<file path="src/rtl/lpcs_pkg.sv">
package lpcs_pkg;

  typedef enum logic [1:0] {
    LP_RUN     = 2'd0,
    LP_STOPGNT = 2'd1,
    LP_SLEEP   = 2'd2,
    LP_DEEP    = 2'd3
  } lp_state_e;

  typedef struct packed {
    logic core;
    logic bus;
    logic intc;
    logic pll;
    logic snoop;
  } lp_gate_s;

endpackage

</file>
<file path="src/rtl/lpcs_rst_sync.sv">
module lpcs_rst_sync #(
  parameter int STAGES = 2
) (
  input  logic clk,
  input  logic arst_ni,
  output logic rst_no
);
  logic [STAGES-1:0] shift_q;

  generate
    if (STAGES == 1) begin : g_one
      always_ff @(posedge clk or negedge arst_ni) begin
        if (!arst_ni) shift_q <= '0;
        else          shift_q <= 1'b1;
      end
    end else begin : g_many
      always_ff @(posedge clk or negedge arst_ni) begin
        if (!arst_ni) shift_q <= '0;
        else          shift_q <= {shift_q[STAGES-2:0], 1'b1};
      end
    end
  endgenerate

  assign rst_no = shift_q[STAGES-1];
endmodule

</file>
<file path="src/rtl/lpcs_sync.sv">
module lpcs_sync #(
  parameter int WIDTH  = 3,
  parameter int STAGES = 2,
  parameter logic RST_VAL = 1'b1
) (
  input  logic             clk,
  input  logic             rst_ni,
  input  logic [WIDTH-1:0] din,
  output logic [WIDTH-1:0] dout
);
  for (genvar g = 0; g < WIDTH; g++) begin : g_bit
    logic [STAGES-1:0] chain_q;
    if (STAGES == 1) begin : g_one
      always_ff @(posedge clk or negedge rst_ni) begin
        if (!rst_ni) chain_q <= {STAGES{RST_VAL}};
        else         chain_q <= din[g];
      end
    end else begin : g_many
      always_ff @(posedge clk or negedge rst_ni) begin
        if (!rst_ni) chain_q <= {STAGES{RST_VAL}};
        else         chain_q <= {chain_q[STAGES-2:0], din[g]};
      end
    end
    assign dout[g] = chain_q[STAGES-1];
  end
endmodule

</file>
<file path="src/rtl/lpcs_fsm.sv">
module lpcs_fsm
  import lpcs_pkg::*;
(
  input  logic      clk,
  input  logic      rst_ni,
  input  logic      stop_rq,
  input  logic      slp_rq,
  input  logic      dp_rq,
  output lp_state_e state_q,
  output logic      ack_q
);
  lp_state_e state_d;
  logic      ack_d;

  // Next-state decision; the order inside each arm sets priority.
  always_comb begin
    state_d = state_q;
    unique case (state_q)
      LP_RUN: begin
        if (stop_rq) state_d = LP_STOPGNT;
      end
      LP_STOPGNT: begin
        if (!stop_rq)    state_d = LP_RUN;
        else if (slp_rq) state_d = LP_SLEEP;
      end
      LP_SLEEP: begin
        if (dp_rq)        state_d = LP_DEEP;
        else if (!slp_rq) state_d = LP_STOPGNT;
      end
      LP_DEEP: begin
        if (!dp_rq) state_d = LP_SLEEP;
      end
      default: state_d = LP_RUN;
    endcase
  end

  // Acknowledge only on the Run to Stop-Grant edge.
  assign ack_d = (state_q == LP_RUN) && stop_rq;

  always_ff @(posedge clk or negedge rst_ni) begin
    if (!rst_ni) begin
      state_q <= LP_RUN;
      ack_q   <= 1'b0;
    end else begin
      state_q <= state_d;
      ack_q   <= ack_d;
    end
  end
endmodule

</file>
<file path="src/rtl/lpcs_gate_dec.sv">
module lpcs_gate_dec
  import lpcs_pkg::*;
(
  input  lp_state_e state,
  output lp_gate_s  gates
);
  always_comb begin
    unique case (state)
      LP_RUN:     gates = '{core: 1'b1, bus: 1'b1, intc: 1'b1, pll: 1'b1, snoop: 1'b1};
      LP_STOPGNT: gates = '{core: 1'b0, bus: 1'b1, intc: 1'b1, pll: 1'b1, snoop: 1'b1};
      LP_SLEEP:   gates = '{core: 1'b0, bus: 1'b0, intc: 1'b0, pll: 1'b1, snoop: 1'b0};
      LP_DEEP:    gates = '{core: 1'b0, bus: 1'b0, intc: 1'b0, pll: 1'b0, snoop: 1'b0};
      default:    gates = '{core: 1'b1, bus: 1'b1, intc: 1'b1, pll: 1'b1, snoop: 1'b1};
    endcase
  end
endmodule

</file>
<file path="src/rtl/lpcs_ctrl.sv">
module lpcs_ctrl
  import lpcs_pkg::*;
#(
  parameter int SYNC_STAGES = 2,
  parameter int RST_STAGES  = 2
) (
  input  logic clk,
  input  logic rst_n,
  input  logic stpclk_n,
  input  logic slp_n,
  input  logic dpslp_n,
  output logic core_clk_en,
  output logic bus_clk_en,
  output logic intc_clk_en,
  output logic pll_en,
  output logic ack_req,
  output logic snoop_ok
);
  localparam int NREQ = 3;

  logic            rst_int_n;
  logic [NREQ-1:0] req_pins_n;
  logic [NREQ-1:0] req_sync_n;
  logic            stop_rq, slp_rq, dp_rq;
  lp_state_e       state_q;
  lp_gate_s        gates;

  lpcs_rst_sync #(.STAGES(RST_STAGES)) u_rst (
    .clk    (clk),
    .arst_ni(rst_n),
    .rst_no (rst_int_n)
  );

  assign req_pins_n = {dpslp_n, slp_n, stpclk_n};

  lpcs_sync #(.WIDTH(NREQ), .STAGES(SYNC_STAGES), .RST_VAL(1'b1)) u_sync (
    .clk   (clk),
    .rst_ni(rst_int_n),
    .din   (req_pins_n),
    .dout  (req_sync_n)
  );

  assign stop_rq = ~req_sync_n[0];
  assign slp_rq  = ~req_sync_n[1];
  assign dp_rq   = ~req_sync_n[2];

  lpcs_fsm u_fsm (
    .clk    (clk),
    .rst_ni (rst_int_n),
    .stop_rq(stop_rq),
    .slp_rq (slp_rq),
    .dp_rq  (dp_rq),
    .state_q(state_q),
    .ack_q  (ack_req)
  );

  lpcs_gate_dec u_dec (
    .state(state_q),
    .gates(gates)
  );

  assign core_clk_en = gates.core;
  assign bus_clk_en  = gates.bus;
  assign intc_clk_en = gates.intc;
  assign pll_en      = gates.pll;
  assign snoop_ok    = gates.snoop;
endmodule

</file>
<file path="config.mk">
export PLATFORM = sky130hd
export DESIGN_NAME = lpcs_ctrl
export DESIGN_NICKNAME = d
export VERILOG_FILES = /design/src/rtl/lpcs_pkg.sv /design/src/rtl/lpcs_rst_sync.sv /design/src/rtl/lpcs_sync.sv /design/src/rtl/lpcs_fsm.sv /design/src/rtl/lpcs_gate_dec.sv /design/src/rtl/lpcs_ctrl.sv
export SDC_FILE = /design/constraint.sdc
export NUM_CORES = 1
export LEC_CHECK = 0
export BUFFER_PORTS_ARGS = -buffer_cell sky130_fd_sc_hd__buf_2
export CAP_MARGIN = 20
export CORE_AREA = 2 2 39 41
export DETAILED_ROUTE_END_ITERATION = 6
export DIE_AREA = 0 0 41 43
export SLEW_MARGIN = 20
export SYNTH_ARGS = -nofsm -noshare
export SYNTH_HDL_FRONTEND = slang
export SYNTH_HIERARCHICAL = 1
export SYNTH_SLANG_ARGS = --single-unit
</file>
<file path="constraint.sdc">
create_clock -name clk -period 0.9 [get_ports clk]
set_input_delay 0.18 -clock clk [delete_from_list [all_inputs] [get_ports clk]]
set_output_delay 0.18 -clock clk [all_outputs]
set_load 0.01 [all_outputs]
</file>
==> results.md <==
- Initial antenna violation count: 0
- Syn avg cell area: 12.88 um^2
- Ys Warns: 6
- Sw power: 347.4 uW
- Pint: 906.7 uW
- R2R depth: 3
- Slowest-stage cell, CP: dfrtp_2
- Layout cell share with drive strength beyond 1: 0.6250
- Setup violations, final: 9
- Clk root buf: clkbuf_4
- Initial DRC count: 3
- Area Growth Syn to Fin: 38.56%
- TritonCTS clock tree: yes
- Number of global-route vias before repair: 219
- CP Launch Type: flip-flop
- RR Endpoint: u_fsm/state_q[0]$_DFFE_PN0P_
- CP Max Fanout: 4
- Top delay family on crit path: flip-flops
- Switching Fraction: 0.2770
- R2r startpoint: u_sync/g_bit[2].chain_q[1]$_DFF_PN1_
- Critical setup path kind: flip-flop to output port
- Pwr Density: 2268 nW/um^2
- Routed wire length: 516 um
- RSZ-0062 raised after global routing: true
- Post-synthesis sequential area ratio: 0.7085
- Initial Utilization: 0.2884
- Worst Skew: 1.021 ps
- Post-DP HPWL: 348.4 um
- Routed Antenna Nets: 0
- CTS buffer count: 3
- Core area: 1384 um^2
- Sequential Power Share: 0.476
- Clk slew on worst S/H paths: 70 ps
- Layout Nets: 54
- Row count: 14
- Top cells by area, synth: dfstp_2 (39%), dfrtp_1 (31%), buf_4 (9.4%), inv_1 (4.7%), mux2_2 (2.8%)
- TritonCTS Sinks: 11
- Combinational power share: 0.265
- Dpl cells: 53
- Syn Inst Count: 31
- Total gr overflow: 0
- DR vias: 258
- Mapped cell area: 399.1 um^2
- Area leader, netlist: dfstp_2
- Antenna diodes: 0
- Gpl congestion: 0.6384
- Clock period minus final worst setup slack: 1064 ps
- Global-route wire length before repair: 724 um
- CP Cell Sequence: nor2_1, buf_2
- # DRC: 0
- Fin cells: 64
- Final Max Tran Viols: 0
- Fmax achieved: 0.9397 GHz
- Clock latency on the worst-skew pair: 260 ps
- Crit path DAT: 880 ps
- Netlist cell types: 13
- Final Hold Viols: 0
- Num ports: 11
- Post-route cell area: 553.0 um^2
- I/O Buffers: 10
- Leakage: 0.2777 nW
- WP data required: 720 ps
- Syn nets: 36
- Share of power burned in the clock network: 0.260
- Synthesized flop and latch total: 11
- CP endpoint kind: output port
- Crit path buf inv count: 1
- Die H: 43 um
- Global-route usage over all layers: 0.06844
- WL per Instance: 8.063 um
- Hold Crit Class: flip-flop to async pin
- Via-to-Cell Ratio: 4.031
- Die area: 1763 um^2
- Setup TNS: -992.3 ps
- R2R Setup Slk: -150 ps
- Die width: 41 um
- Status: finished with violations
- Total of max-cap violations: 0
- Drt first pass iters: 2
- Deepest clock path buffer count: 2
- Violated checks: negative setup slack
- Fin crit share: 1.182
- Final setup margin: -164.2 ps
- Largest net degree at the start of global routing: 10
- H-tree depth: 1
- Max incr delay on CP: 420 ps
- Placed instance area: 442.9 um^2
- VDD IR max: 0.0008340 V
- Area share of the largest cell type after synthesis: 0.3950
power groups by stage:
stage                     Clock, mW  Combinational (mW)  Sequential, mW
after floorplan                   0               0.181           0.619
after global placement            0               0.218           0.628
after detailed placement          0               0.222           0.634
after CTS                     0.340               0.328           0.599
after global routing          0.359               0.369           0.608
final                         0.326               0.332           0.597
state kept, by name, summed over array words and instances, names as in the netlist:
name / count
u_fsm/state_q: 2
u_sync/g_bit.chain_q: 6
u_rst/shift_q: 2
u_fsm/ack_q: 1
logic make-up (layout without fill, tap and decap cells):
group	count (synthesis)	in the layout	synth area share
simple gates	3	3	0.03761
other cells	1	1	0.009395
flops	11	11	0.7085
compound gates	5	5	0.07524
mux	1	1	0.02821
buf+inv	10	27	0.1411
worst reg2reg max path: cells and delay by family (launching register included):
family | cells | cell delay [ps]
flip-flops | 1 | 530
AO/OA/AOI/OAI | 1 | 140
multiplexers | 1 | 250
buffers and inverters | 1 | 30
worst max-delay path by stage:
stage | from | endpoint | depth (start not counted)
floorplan | u_sync/g_bit[2].chain_q[1]$_DFF_PN1_ | u_fsm/state_q[0]$_DFFE_PN0P_ | 4
global placement | u_sync/g_bit[2].chain_q[1]$_DFF_PN1_ | u_fsm/state_q[0]$_DFFE_PN0P_ | 3
detailed placement | u_sync/g_bit[2].chain_q[1]$_DFF_PN1_ | u_fsm/state_q[0]$_DFFE_PN0P_ | 3
CTS | u_fsm/state_q[1]$_DFFE_PN0P_ | core_clk_en | 2
global route | u_fsm/state_q[1]$_DFFE_PN0P_ | intc_clk_en | 2
finish | u_fsm/state_q[1]$_DFFE_PN0P_ | core_clk_en | 2
layout make-up:
cell class,instances,area (um^2)
timing repair buffer,18,127.6
sequential,11,284.0
clock buffer,4,26.28
inverter,5,18.77
tap,16,20.02
fill,135,830.8
multi-input combinational,10,76.32
metal layers:
layer	up-vias	GRT usage	wire, um
li1	123	-	-
met1	120	0.05442	189
met2	13	0.1031	260
met3	2	0.04712	53
met4	0	0.06000	12
met5	-	0	0
cell usage after synthesis, drive strengths merged:
cell type	count
buf	5
a21oi	1
conb	1
dfrtp	5
nor2	1
dfstp	6
mux2	1
nand2	1
o21bai	1
o21ai	2
nor3b	1
inv	5
a21boi	1
cell usage in the layout (no fill, tap or decap), drive strengths merged, types with 2 or more instances in the layout:
cell type	n
o21ai	2
dfstp	6
clkbuf	4
dlygate4sd3	4
buf	14
dfrtp	5
inv	5
metrics by stage:
step	utilization	worst slack, ps	power (mW)	hold slack, ps
after global placement	0.3201	-135.8	0.8460	-33.35
after detailed placement	0.3201	-145.0	0.8564	-33.99
after floorplan	-	-205.0	0.8001	-115.6
final	0.3996	-164.2	1.254	139.3
after CTS	0.3779	-179.0	1.267	0.3100
after global routing	0.3996	-245.1	1.336	169.2
what timing repair did:
item	CTS	global route
resized for setup	7	0
pin swaps	1	0
endpoints found under the hold margin	2	3
setup endpoints to repair	9	9
setup buffers	3	0
hold buffers	1	3
Note: power is estimated with default switching activity, not from simulation.
